[config.mk]
export PLATFORM = sky130hd
export DESIGN_NAME = pwm10_gen
export DESIGN_NICKNAME = d
export VERILOG_FILES = /design/src/rtl/pwm10_pkg.sv /design/src/rtl/pwm10_subcnt.sv /design/src/rtl/pwm10_timebase.sv /design/src/rtl/pwm10_regs.sv /design/src/rtl/pwm10_fsm.sv /design/src/rtl/pwm10_gen.sv
export SDC_FILE = /design/constraint.sdc
export NUM_CORES = 1
export LEC_CHECK = 0
export BUFFER_PORTS_ARGS = -buffer_cell sky130_fd_sc_hd__clkbuf_2
export CORE_AREA = 2 2 99 101
export DETAILED_ROUTE_END_ITERATION = 7
export DIE_AREA = 0 0 101 103
export SLEW_MARGIN = 20
export SYNTH_ARGS = -nofsm -noshare
export SYNTH_HDL_FRONTEND = slang
export SYNTH_SLANG_ARGS = --single-unit
[constraint.sdc]
create_clock -name clk -period 2.9 [get_ports clk]
set_clock_uncertainty 0.1 [all_clocks]
set_input_delay 0.29 -clock clk [delete_from_list [all_inputs] [get_ports clk]]
set_output_delay 0.29 -clock clk [all_outputs]
set_load 0.01 [all_outputs]
[src/rtl/pwm10_pkg.sv]
package pwm10_pkg;

    localparam int PWM_FINE_W = 2;
    localparam int PWM_PS_W   = 2;
    localparam int PWM_MODE_W = 4;
    localparam int PWM_ADDR_W = 2;

    localparam logic [PWM_ADDR_W-1:0] ADDR_PERIOD  = 2'd0;
    localparam logic [PWM_ADDR_W-1:0] ADDR_DUTY_HI = 2'd1;
    localparam logic [PWM_ADDR_W-1:0] ADDR_CTRL    = 2'd2;

    localparam logic [PWM_MODE_W-1:0] MODE_PWM = 4'b1100;

    typedef struct packed {
        logic [PWM_MODE_W-1:0] mode;
        logic [PWM_PS_W-1:0]   ps_sel;
        logic [PWM_FINE_W-1:0] duty_lo;
    } ctrl_t;

    localparam int CTRL_W = $bits(ctrl_t);

    typedef enum logic [1:0] {
        ST_OFF = 2'd0,
        ST_ARM = 2'd1,
        ST_RUN = 2'd2
    } pwm_state_e;

endpackage

[src/rtl/pwm10_subcnt.sv]
module pwm10_subcnt
    import pwm10_pkg::*;
#(
    parameter int PS_STAGES = 2
) (
    input  logic                  clk,
    input  logic                  rst_n,
    input  logic                  run,
    input  logic                  tick,
    input  logic                  clr,
    input  logic [PWM_PS_W-1:0]   ps_sel,
    output logic [PWM_FINE_W-1:0] fine_nx,
    output logic                  wrap
);

    localparam int SUB_W = PWM_FINE_W * (PS_STAGES + 1);

    logic [SUB_W-1:0] sub_q;
    logic [SUB_W-1:0] sub_inc;
    logic [SUB_W-1:0] sub_nx;
    logic [SUB_W-1:0] term;
    logic [SUB_W:0]   one_sh;
    logic             at_term;
    int               stage;

    // prescale codes above the last stage saturate to it (1x selects /16)
    always_comb begin
        if (int'(ps_sel) > PS_STAGES) begin
            stage = PS_STAGES;
        end else begin
            stage = int'(ps_sel);
        end
        one_sh  = (SUB_W+1)'(1) << (PWM_FINE_W * (stage + 1));
        term    = SUB_W'(one_sh - 1'b1);
        at_term = (sub_q == term);
        sub_inc = at_term ? '0 : sub_q + 1'b1;
        sub_nx  = tick ? sub_inc : sub_q;
        fine_nx = PWM_FINE_W'(sub_nx >> (PWM_FINE_W * stage));
        wrap    = run && tick && at_term;
    end

    always_ff @(posedge clk) begin
        if (!rst_n) begin
            sub_q <= '0;
        end else if (!run || clr) begin
            sub_q <= '0;
        end else if (tick) begin
            sub_q <= sub_inc;
        end
    end

endmodule

[src/rtl/pwm10_timebase.sv]
module pwm10_timebase #(
    parameter int TMR_W = 8
) (
    input  logic             clk,
    input  logic             rst_n,
    input  logic             run,
    input  logic             step,
    input  logic [TMR_W-1:0] period,
    output logic [TMR_W-1:0] tmr_q,
    output logic [TMR_W-1:0] tmr_nx,
    output logic             at_top
);

    always_comb begin
        at_top = (tmr_q == period);
        if (!step) begin
            tmr_nx = tmr_q;
        end else if (at_top) begin
            tmr_nx = '0;
        end else begin
            tmr_nx = tmr_q + 1'b1;
        end
    end

    always_ff @(posedge clk) begin
        if (!rst_n) begin
            tmr_q <= '0;
        end else if (!run) begin
            tmr_q <= '0;
        end else begin
            tmr_q <= tmr_nx;
        end
    end

endmodule

[src/rtl/pwm10_regs.sv]
module pwm10_regs
    import pwm10_pkg::*;
#(
    parameter int TMR_W = 8
) (
    input  logic                        clk,
    input  logic                        rst_n,
    input  logic                        wr_en,
    input  logic [PWM_ADDR_W-1:0]       wr_addr,
    input  logic [TMR_W-1:0]            wr_data,
    output logic [TMR_W-1:0]            period_q,
    output logic [TMR_W+PWM_FINE_W-1:0] duty_buf,
    output logic                        mode_pwm,
    output logic [PWM_PS_W-1:0]         ps_sel,
    output logic                        ps_changed
);

    logic [TMR_W-1:0] duty_hi_q;
    ctrl_t            ctrl_q;
    ctrl_t            ctrl_in;
    logic             wr_ctrl;

    assign ctrl_in    = ctrl_t'(wr_data[CTRL_W-1:0]);
    assign wr_ctrl    = wr_en && (wr_addr == ADDR_CTRL);
    assign ps_changed = wr_ctrl && (ctrl_in.ps_sel != ctrl_q.ps_sel);
    assign duty_buf   = {duty_hi_q, ctrl_q.duty_lo};
    assign mode_pwm   = (ctrl_q.mode == MODE_PWM);
    assign ps_sel     = ctrl_q.ps_sel;

    always_ff @(posedge clk) begin
        if (!rst_n) begin
            period_q  <= '0;
            duty_hi_q <= '0;
            ctrl_q    <= '0;
        end else if (wr_en) begin
            unique case (wr_addr)
                ADDR_PERIOD:  period_q  <= wr_data;
                ADDR_DUTY_HI: duty_hi_q <= wr_data;
                ADDR_CTRL:    ctrl_q    <= ctrl_in;
                default:      ;
            endcase
        end
    end

endmodule

[src/rtl/pwm10_fsm.sv]
module pwm10_fsm
    import pwm10_pkg::*;
#(
    parameter int DUTY_W = 10
) (
    input  logic              clk,
    input  logic              rst_n,
    input  logic              tick,
    input  logic              mode_pwm,
    input  logic              wrap,
    input  logic              at_top,
    input  logic [DUTY_W-1:0] cnt_nx,
    input  logic [DUTY_W-1:0] duty_buf,
    output logic              run,
    output logic              load_evt,
    output logic              pwm_out,
    output logic [DUTY_W-1:0] shadow_q
);

    pwm_state_e state_q;
    pwm_state_e state_nx;
    logic       match_clr;

    always_comb begin
        state_nx = state_q;
        unique case (state_q)
            ST_OFF:  state_nx = mode_pwm ? ST_ARM : ST_OFF;
            ST_ARM:  state_nx = !mode_pwm ? ST_OFF : (tick ? ST_RUN : ST_ARM);
            ST_RUN:  state_nx = mode_pwm ? ST_RUN : ST_OFF;
            default: state_nx = ST_OFF;
        endcase
    end

    always_ff @(posedge clk) begin
        if (!rst_n) begin
            state_q <= ST_OFF;
        end else begin
            state_q <= state_nx;
        end
    end

    assign run       = (state_q == ST_RUN);
    assign load_evt  = mode_pwm &&
                       (((state_q == ST_ARM) && tick) || (run && wrap && at_top));
    assign match_clr = run && tick && (cnt_nx == shadow_q);

    always_ff @(posedge clk) begin
        if (!rst_n) begin
            pwm_out  <= 1'b0;
            shadow_q <= '0;
        end else if (!mode_pwm) begin
            pwm_out  <= 1'b0;
        end else if (load_evt) begin
            shadow_q <= duty_buf;
            pwm_out  <= (duty_buf != '0);
        end else if (match_clr) begin
            pwm_out  <= 1'b0;
        end
    end

endmodule

[src/rtl/pwm10_gen.sv]
module pwm10_gen
    import pwm10_pkg::*;
#(
    parameter int TMR_W     = 8,
    parameter int PS_STAGES = 2
) (
    input  logic                        clk,
    input  logic                        rst_n,
    input  logic                        tick,
    input  logic                        wr_en,
    input  logic [PWM_ADDR_W-1:0]       wr_addr,
    input  logic [TMR_W-1:0]            wr_data,
    output logic                        pwm_out,
    output logic [TMR_W+PWM_FINE_W-1:0] shadow_duty
);

    localparam int DUTY_W = TMR_W + PWM_FINE_W;

    logic [TMR_W-1:0]      period_val;
    logic [DUTY_W-1:0]     buf_duty;
    logic                  mode_pwm;
    logic [PWM_PS_W-1:0]   ps_sel;
    logic                  ps_changed;
    logic [PWM_FINE_W-1:0] fine_nx;
    logic                  wrap;
    logic                  run;
    logic [TMR_W-1:0]      tmr_val;
    logic [TMR_W-1:0]      tmr_nx;
    logic                  at_top;
    logic                  load_evt;
    logic [DUTY_W-1:0]     cnt_nx;

    assign cnt_nx = {tmr_nx, fine_nx};

    pwm10_regs #(.TMR_W(TMR_W)) i_regs (
        .clk        (clk),
        .rst_n      (rst_n),
        .wr_en      (wr_en),
        .wr_addr    (wr_addr),
        .wr_data    (wr_data),
        .period_q   (period_val),
        .duty_buf   (buf_duty),
        .mode_pwm   (mode_pwm),
        .ps_sel     (ps_sel),
        .ps_changed (ps_changed)
    );

    pwm10_subcnt #(.PS_STAGES(PS_STAGES)) i_subcnt (
        .clk     (clk),
        .rst_n   (rst_n),
        .run     (run),
        .tick    (tick),
        .clr     (ps_changed),
        .ps_sel  (ps_sel),
        .fine_nx (fine_nx),
        .wrap    (wrap)
    );

    pwm10_timebase #(.TMR_W(TMR_W)) i_timebase (
        .clk    (clk),
        .rst_n  (rst_n),
        .run    (run),
        .step   (wrap),
        .period (period_val),
        .tmr_q  (tmr_val),
        .tmr_nx (tmr_nx),
        .at_top (at_top)
    );

    pwm10_fsm #(.DUTY_W(DUTY_W)) i_fsm (
        .clk      (clk),
        .rst_n    (rst_n),
        .tick     (tick),
        .mode_pwm (mode_pwm),
        .wrap     (wrap),
        .at_top   (at_top),
        .cnt_nx   (cnt_nx),
        .duty_buf (buf_duty),
        .run      (run),
        .load_evt (load_evt),
        .pwm_out  (pwm_out),
        .shadow_q (shadow_duty)
    );

endmodule

==> results of run 1 <==
## Yosys cell counts, types with 5 or more instances
library cell and n:
dfxtp_1 51, nor2b_1 37, mux2i_1 34, nor2_1 24, xnor2_1 17, a21oi_1 14
clkbuf_1 13, nand2_1 12, nand4_1 10, xor2_1 9, nand3_1 7, a211oi_1 6
nand2b_1 6, o21ai_0 5
## power by group
part           switching [W]  leakage, nW  internal (W)
logic              0.0000589        0.715     0.0000512
clock network       0.000265       0.0491      0.000178
registers         0.00000980        0.413      0.000710
## sequential cells by signal, summed over array words and instances (netlist names)
signal and cells:
i_fsm.pwm_out 1, i_fsm.shadow_q 10, i_fsm.state_q 2, i_regs.ctrl_q 4, i_regs.duty_buf 2, i_regs.duty_hi_q 8
i_regs.period_q 8, i_regs.ps_sel 2, i_subcnt.sub_q 6, i_timebase.tmr_q 8
## metrics by stage
step | TNS, ps | hold slack [ps]
finish | 0 | 160
global route | -66.8 | 180
CTS | 0 | 159
detailed placement | 0 | 367
global placement | 0 | 351
floorplan | 0 | 335
## timing repair
item,in CTS,in global routing
setup endpoints to repair,0,1
buffers inserted,0,4
resized for setup,0,8
## critical path, cell delays in order (launching register included)
cell and delay [ps]:
dfxtp_4 370, or3_4 370, a2111oi_4 500, buf_4 210, o21a_1 230, o21ai_0 140
a21oi_1 220, xor2_1 180, nand4_1 130, o31a_1 300
## cell usage in the layout, fill, tap and decap left out, drive strengths merged, types with 4 or more instances in the layout
master and instances:
o21ai 7, nand3 7, dfxtp 51, nand3b 4, nor4 4, inv 5, clkbuf 29, a211oi 7
buf 21, a31oi 4, xor2 9, nor2 24, nand4 10, nand2b 6, xnor2 17, mux2i 34
nor2b 37, nand2 12, nor3 4, a21oi 14
## area by class of cell
| cell class | count | area (um^2) |
|---|---|---|
| repair buffers | 45 | 290 |
| flip-flops and latches | 51 | 1020 |
| fillers | 1009 | 6250 |
| clock inverters | 3 | 26.3 |
| inverters | 3 | 11.3 |
| well taps | 114 | 143 |
| clock buffers | 5 | 68.8 |
| multi-input cells | 231 | 1650 |
## per-layer routing
layer / GRT usage / up-vias / wire length (um)
met5: 0 / - / 0
met4: 0.0416 / 0 / 133
met3: 0.0231 / 17 / 262
met2: 0.218 / 56 / 3150
met1: 0.195 / 1076 / 3340
li1: - / 1146 / -
## cells by family (layout without fill, tap and decap cells)
family | after synthesis | count (layout)
AO/OA/AOI/OAI | 45 | 45
XOR/XNOR | 26 | 26
adder cells (fa/ha/maj) | 2 | 2
buffers and inverters | 19 | 56
flip-flops | 51 | 51
multiplexers | 34 | 34
AND/OR/NAND/NOR | 124 | 124
## worst max path at each step
stage,from,to,slack [ps],depth (start not counted)
after CTS,i_subcnt.sub_q[3],i_fsm.pwm_out,50,8
after global routing,i_subcnt.sub_q[3],i_fsm.pwm_out,-70,9
after floorplan,i_regs.ps_sel[0],i_fsm.pwm_out,10,9
after global placement,i_subcnt.sub_q[3],i_fsm.pwm_out,100,8
after detailed placement,i_subcnt.sub_q[3],i_fsm.pwm_out,70,8
final,i_subcnt.sub_q[3],i_fsm.pwm_out,40,9
==> flow_summary.json, run 1 <==
{
  "ys_ff_latch": 51,
  "netlist.top_cell.by_area": "dfxtp_1",
  "grt_pass1_vias": 2150,
  "die_x_um": 101,
  "synthMuxAreaShare": 0.125,
  "track_usage": 0.139,
  "status": "finished, final reports clean",
  "grt_max_degree": 39,
  "stdcell_count": 452,
  "cts.clk_slew.worst_paths_ps": 110,
  "core_um2": 9460,
  "fin_crit_ps": 2860,
  "io_buffers": 24,
  "dieArea_um2": 10400,
  "hold_end": "i_regs.duty_hi_q[1]",
  "syn_area_um2": 2720,
  "yosysSeqAreaShare": 0.375,
  "max_slew_margin": 0.473,
  "timing.final.hold_violations": 0,
  "place_inst": 440,
  "gp_congestion": 0.864,
  "diodes": 0,
  "max_cap_viol_count": 0,
  "synthTopCellsByArea": "dfxtp_1 38%, mux2i_1 13%, nor2b_1 8.5%, xnor2_1 5.5%, nor2_1 3.3%",
  "ctsHoldBuffers": 0,
  "worstPathArrival_ps": 2980,
  "p_per_area_nw_per_um2": 396,
  "slew_viol_final": 0,
  "async_reset_ff_frac": 0,
  "fin_area_um2": 3210,
  "synthSimpleGateAreaFrac": 0.259,
  "rows": 36,
  "path_max_fanout": 5,
  "synth_edf_count": 0,
  "power_w": 0.00127,
  "p_leak_nw": 1.18,
  "fin_util": 0.340,
  "antenna_found_initial": 0,
  "dpl_cell_area_um2": 3050,
  "detail-route-antenna-nets": 0,
  "drive_above_1_share": 0.201,
  "drt_iter0_drc": 121,
  "hold_path_depth": 3,
  "cts_tree": "done",
  "gr-total-overflow": 0,
  "avgSynthCellArea_um2": 9.04,
  "cts_buffers": 5,
  "preCtsSetupSlack_ps": 74.7,
  "synth_compound_area_frac": 0.117,
  "r2r_setup_slack_ps": 40,
  "synth_top_family_by_area": "simple AND/OR/NAND/NOR gates",
  "grt_pass1_wl_um": 11200,
  "clkSinkCount": 51,
  "clock_latency_ps": 310,
  "setup_viol": 0,
  "cp.required_ps": 3020,
  "synth-xor-area-share": 0.0837,
  "vdd_ir_drop_max_mv": 0.219,
  "post-route-drc-count": 0,
  "synthAdderAreaFrac": 0.00920,
  "rsz0062_at_grt": "yes",
  "initial_utilization": 0.288,
  "fmax_mhz": 350,
  "place_hpwl_um": 5140,
  "worstSetupPathType": "reg2reg",
  "synthFlopType": "dfxtp_1",
  "fp.dieH_um": 103,
  "vias": 2295,
  "synth_top_area_share": 0.375,
  "hp-start": "wr_data[1]",
  "r2r_start": "i_subcnt.sub_q[3]",
  "htreeDepth": 2,
  "first_pass_iters": 4,
  "crit_path_start_kind": "flip-flop",
  "synth_nets": 317,
  "wl_per_cell_um": 15.2,
  "worst_pin_slew_ps": 780,
  "final_nets": 353,
  "syn_inst": 301,
  "synth_cell_types": 49,
  "drt-total-wl_um": 6890,
  "fin_crit_sh": 0.986,
  "fin_ws_ps": 41.1,
  "synth_warnings": 0,
  "crit_path_end_kind": "flip-flop",
  "r2r_end": "i_fsm.pwm_out",
  "reg2reg_depth": 9,
  "hp-class": "in2reg",
  "areaGrowthSynthToFinish_pct": 18.1,
  "root_buffer": "clkbuf_8",
  "ios": 25,
  "clock_path_buffers": 2,
  "vias_per_cell": 5.08
}
No activity file was read; power rests on OpenSTA's default activity.
==> run 2: changes to the inputs <==
--- a/config.mk
+++ b/config.mk
@@ -9,6 +9,7 @@
 export CORE_AREA = 2 2 99 101
 export DETAILED_ROUTE_END_ITERATION = 7
 export DIE_AREA = 0 0 101 103
+export SETUP_SLACK_MARGIN = 0.3
 export SLEW_MARGIN = 20
 export SYNTH_ARGS = -nofsm -noshare
 export SYNTH_HDL_FRONTEND = slang
==> run 2 against run 1 <==
Net effect:
- total power is 6.1% higher
- maximum frequency rose by 7.5%
- core utilization increased by 0.71 points
- setup slack improved by 200 ps
- count of clock-buffer cells in the layout did not move
- register-to-register slack better by 200 ps
- clock power grew 17%
- combinational power barely moved
- sequential share of layout area decreased by 0.58 points
- die area is the same
- critical path type unchanged
- critical endpoint unchanged
- highest routed layer unchanged
==> flow_summary.json, run 2 (synthesized netlist as in run 1, its figures left out) <==
{
  "grt_pass1_vias": 2181,
  "r2r_start": "i_subcnt.sub_q[2]",
  "root_buffer": "clkbuf_8",
  "crit_path_cell_trace": "or3_4 -> a2111oi_4 -> buf_6 -> o21ai_4 -> and2_4 -> or4_4 -> a211oi_2 -> nand4_1 -> o31a_1",
  "cts_buffers": 5,
  "timing.final.hold_violations": 0,
  "fp.dieH_um": 103,
  "clock_path_buffers": 2,
  "status": "finished, final reports clean",
  "areaGrowthSynthToFinish_pct": 20.6,
  "gp_congestion": 0.994,
  "cpPeakStageDelay_ps": 470,
  "clkSinkCount": 51,
  "fin_util": 0.347,
  "p_per_area_nw_per_um2": 412,
  "io_buffers": 24,
  "antenna_found_initial": 0,
  "largest_reg_flops": 10,
  "fin_crit_sh": 0.917,
  "clock_latency_ps": 310,
  "ctsHoldBuffers": 0,
  "cts_tree": "done",
  "layout_commonest_cell": "dfxtp_1",
  "hp-class": "in2reg",
  "worstSetupPathType": "reg2reg",
  "p_leak_nw": 1.20,
  "crit_buf_inv": 1,
  "initial_utilization": 0.288,
  "reg2reg_depth": 9,
  "worst_pin_slew_ps": 596,
  "slew_viol_final": 0,
  "crit_path_end_kind": "flip-flop",
  "vias": 2305,
  "diodes": 0,
  "hp-start": "wr_data[1]",
  "die_x_um": 101,
  "slowest_stage": "or4_4",
  "hold_end": "i_regs.duty_hi_q[1]",
  "htreeDepth": 2,
  "gr-total-overflow": 0,
  "cp_top_family": "simple AND/OR/NAND/NOR gates",
  "fmax_mhz": 376,
  "rows": 36,
  "fin_crit_ps": 2660,
  "worstPathArrival_ps": 2770,
  "drt_iter0_drc": 144,
  "vdd_ir_drop_max_mv": 0.203,
  "hold_path_depth": 3,
  "grt_pass1_wl_um": 11200,
  "grt_max_degree": 38,
  "setup_viol": 0,
  "dieArea_um2": 10400,
  "wl_per_cell_um": 15.0,
  "place_hpwl_um": 5050,
  "regMostFlops": "i_fsm.shadow_q",
  "vias_per_cell": 5.09,
  "crit_path_start_kind": "flip-flop",
  "layout_common_cells": "48 x dfxtp_1, 37 x nor2b_1, 33 x mux2i_1, 24 x nor2_1, 24 x clkbuf_2",
  "rsz0062_at_grt": "yes",
  "drt-total-wl_um": 6780,
  "setup_tns_ps": 0,
  "r2r_end": "i_fsm.pwm_out",
  "core_um2": 9460,
  "ios": 25,
  "max_cap_viol_count": 0,
  "first_pass_iters": 4,
  "power_w": 0.00135,
  "path_max_fanout": 8,
  "cts.clk_slew.worst_paths_ps": 100,
  "max_slew_margin": 0.597,
  "detail-route-antenna-nets": 0,
  "post-route-drc-count": 0,
  "final_nets": 354,
  "drive_above_1_share": 0.215,
  "r2r_setup_slack_ps": 240,
  "cp.required_ps": 3010,
  "track_usage": 0.137
}
[run 2: cell count changes in the layout (fill, tap and decap cells not counted), sizes merged]
cell | before | now
buf | 21 | 22
inv | 5 | 4
bufinv | 0 | 1
[run 2: worst max-delay path by stage]
stage	startpoint	to	slack [ps]	cells after the start
final	i_subcnt.sub_q[2]	i_fsm.pwm_out	240	9
after global placement	i_subcnt.sub_q[3]	i_fsm.pwm_out	90	8
after floorplan	i_regs.ps_sel[0]	i_fsm.pwm_out	110	9
after global routing	i_subcnt.sub_q[2]	i_fsm.pwm_out	110	9
after CTS	i_regs.ps_sel[0]	i_fsm.pwm_out	170	9
after detailed placement	i_regs.ps_sel[0]	i_fsm.pwm_out	40	9
[run 2: tightest hold or removal path: cells and delay by family]
family	cells	cell delay, ps
buffers and inverters	1	100
AND/OR/NAND/NOR	1	90
multiplexers	1	70
[run 2: repair_timing]
action,in CTS,in global routing
buffers inserted,8,1
pin swaps,10,7
endpoints found under the setup margin,9,11
gates resized for setup,6,14
[run 2: cell type report]
type                    count  area, um^2
well taps                 114         143
inverters                   3        11.3
flip-flops and latches     51        1030
fillers                   980        6180
multi-input cells         231        1680
clock inverters             3        47.5
clock buffers               5        68.8
repair buffers             46         300
[run 2: per-stage QoR]
stage	instance area (um^2)	instances	setup WS [ps]	hold WS, ps
floorplan	2730	301	111	335
global placement	3010	436	86.7	348
detailed placement	3010	436	44.7	374
CTS	3210	452	166	161
global route	3280	453	110	186
finish	3280	453	240	173
[run 2: where the power goes]
part | internal [W] | switching (W)
logic | 0.0000539 | 0.0000593
clock network | 0.000262 | 0.000255
registers | 0.000710 | 0.0000103
total | 0.00103 | 0.000325
[run 2: layer usage]
metal | vias to the layer above | GRT usage | share of wire
li1 | 1149 | - | -
met1 | 1093 | 0.185 | 0.47
met2 | 59 | 0.223 | 0.47
met3 | 4 | 0.0292 | 0.053
met4 | 0 | 0.0374 | 0.0050
met5 | - | 0 | 0
==> run 3: changes to the inputs <==
--- a/config.mk
+++ b/config.mk
@@ -6,9 +6,9 @@
 export NUM_CORES = 1
 export LEC_CHECK = 0
 export BUFFER_PORTS_ARGS = -buffer_cell sky130_fd_sc_hd__clkbuf_2
-export CORE_AREA = 2 2 99 101
+export CORE_AREA = 8 8 105 107
 export DETAILED_ROUTE_END_ITERATION = 7
-export DIE_AREA = 0 0 101 103
+export DIE_AREA = 0 0 113 115
 export SETUP_SLACK_MARGIN = 0.3
 export SLEW_MARGIN = 20
 export SYNTH_ARGS = -nofsm -noshare
==> constraint.sdc (replaced) <==
create_clock -name clk -period 2.4 [get_ports clk]
set_clock_uncertainty 0.1 [all_clocks]
set_input_delay 0.24 -clock clk [delete_from_list [all_inputs] [get_ports clk]]
set_output_delay 0.24 -clock clk [all_outputs]
set_load 0.01 [all_outputs]
==> run 3 against run 2 <==
Net effect:
- the flow now finishes with violations (negative setup slack)
- sequential power up 21%
- core utilization grew 2.6 points
- critical endpoint unchanged
- count of clock-buffer cells in the layout unchanged
- highest routed layer unchanged
- die area up 25%
- critical path depth increased by 1
- design area increased by 7.6%
- maximum frequency down 4.8%
- largest power group unchanged
- clock power is 20% higher
- total power grew 21%
- combinational power up 35%
==> flow_summary.json, run 3 (synthesized netlist as in run 1, its figures left out) <==
{
  "detail-route-antenna-nets": 0,
  "slew_viol_final": 0,
  "fp.dieH_um": 115,
  "r2r_setup_slack_ps": -390,
  "r2r_start": "i_subcnt.sub_q[3]",
  "cts.clk_slew.worst_paths_ps": 100,
  "p_leak_nw": 1.37,
  "initial_utilization": 0.288,
  "place_inst": 469,
  "first_pass_iters": 4,
  "gp_congestion": 0.824,
  "clock_path_buffers": 2,
  "timing.final.hold_violations": 0,
  "cts_buffers": 5,
  "whs_ps": 123,
  "track_usage": 0.114,
  "p_per_area_nw_per_um2": 465,
  "dieArea_um2": 13000,
  "fin_ws_ps": -395,
  "stdcell_count": 481,
  "areaGrowthSynthToFinish_pct": 29.8,
  "max_cap_viol_count": 0,
  "fin_crit_ps": 2790,
  "core_um2": 9460,
  "vias": 2413,
  "die_x_um": 113,
  "setup_viol": 11,
  "layout_commonest_cell": "dfxtp_1",
  "setup_tns_ps": -2840,
  "largest_reg_flops": 10,
  "status": "finished with violations",
  "grt_max_degree": 38,
  "clock_latency_ps": 310,
  "place_hpwl_um": 5760,
  "io_buffers": 24,
  "rows": 36,
  "final_nets": 382,
  "violations": "negative setup slack",
  "ios": 25,
  "drt_iter0_drc": 92,
  "crit_path_start_kind": "flip-flop",
  "grt_pass1_wl_um": 12000,
  "hold_path_depth": 3,
  "r2r_end": "i_fsm.pwm_out",
  "post-route-drc-count": 0,
  "fin_crit_sh": 1.16,
  "worstSetupPathType": "reg2reg",
  "wl_per_cell_um": 15.5,
  "hp-class": "in2reg",
  "drt-total-wl_um": 7450,
  "cp.required_ps": 2500,
  "clkSinkCount": 51,
  "vdd_ir_drop_max_mv": 0.266,
  "drive_above_1_share": 0.283,
  "layout_common_cells": "50 x dfxtp_1, 44 x buf_4, 37 x nor2b_1, 33 x mux2i_1",
  "vias_per_cell": 5.02,
  "worst_pin_slew_ps": 623,
  "root_buffer": "clkbuf_8",
  "gr-total-overflow": 0,
  "grt_pass1_vias": 2319,
  "worstPathArrival_ps": 2890,
  "diodes": 0,
  "cts_tree": "done",
  "rsz0062_at_grt": "yes",
  "fmax_mhz": 358,
  "regMostFlops": "i_fsm.shadow_q",
  "hp-start": "wr_data[5]",
  "reg2reg_depth": 10,
  "max_slew_margin": 0.579,
  "htreeDepth": 2,
  "hold_end": "i_regs.period_q[5]",
  "antenna_found_initial": 0,
  "crit_path_end_kind": "flip-flop",
  "path_max_fanout": 5
}
[run 3: cell types whose count changed in the layout (fill, tap and decap cells not counted), moves of 2 or more]
cell | before | now
buf_4 | 18 | 44
a21oi_2 | 0 | 2
buf_6 | 4 | 6
dfxtp_1 | 48 | 50
[run 3: area by class of cell]
type                    count  area, um^2
clock buffers               5        68.8
multi-input cells         231        1720
fillers                   994        5930
flip-flops and latches     51        1020
repair buffers             74         518
well taps                 114         143
clock inverters             3        47.5
inverters                   3        11.3
[run 3: worst max path at each step]
| stage | start | endpoint | slack, ps | cells past startpoint |
|---|---|---|---|---|
| 2_1_floorplan | i_regs.ps_sel[0] | i_fsm.pwm_out | -390 | 9 |
| 3_3_place_gp | i_subcnt.sub_q[3] | i_fsm.pwm_out | -280 | 8 |
| 3_5_place_dp | i_subcnt.sub_q[3] | i_fsm.pwm_out | -310 | 8 |
| 4_1_cts | i_subcnt.sub_q[3] | i_fsm.pwm_out | -320 | 9 |
| 5_1_grt | i_subcnt.sub_q[3] | i_fsm.pwm_out | -490 | 10 |
| 6_report | i_subcnt.sub_q[3] | i_fsm.pwm_out | -390 | 10 |
[run 3: timing repair]
| action | in CTS | in global routing |
|---|---|---|
| hold buffers | 0 | 0 |
| resized for setup | 6 | 19 |
| endpoints found under the setup margin | 17 | 20 |
| buffers inserted | 1 | 3 |
| gates cloned | 0 | 0 |
| pin swaps | 4 | 9 |
[run 3: metal layers]
layer,up-vias,share of wire,GRT usage,wire length [um]
li1,1204,-,-,-
met1,1152,0.47,0.144,3520
met2,48,0.48,0.194,3580
met3,9,0.031,0.0221,230
met4,0,0.016,0.0337,121
met5,-,0,0,0
[run 3: worst max-delay path: stages (launching register included)]
cell and delay (ps):
dfxtp_2 340, or3_4 390, a2111oi_4 290, buf_4 200
buf_6 100, o21ai_2 60, and2_4 130, or4_4 470
a211oi_2 230, nand4_1 100, o31a_1 280
[run 3: metrics by stage]
step | cell area (um^2) | setup WS (ps) | util | power [W]
after floorplan | 2730 | -389 | - | 0.000971
after global placement | 3270 | -275 | 0.345 | 0.00103
after detailed placement | 3270 | -308 | 0.345 | 0.00103
after CTS | 3420 | -316 | 0.361 | 0.00165
after global routing | 3530 | -494 | 0.373 | 0.00171
final | 3530 | -395 | 0.373 | 0.00164
[run 3: power breakdown]
group / switching, W / internal (W)
logic: 0.0000765 / 0.0000770
registers: 0.0000105 / 0.000859
clock network: 0.000301 / 0.000316
total: 0.000388 / 0.00125
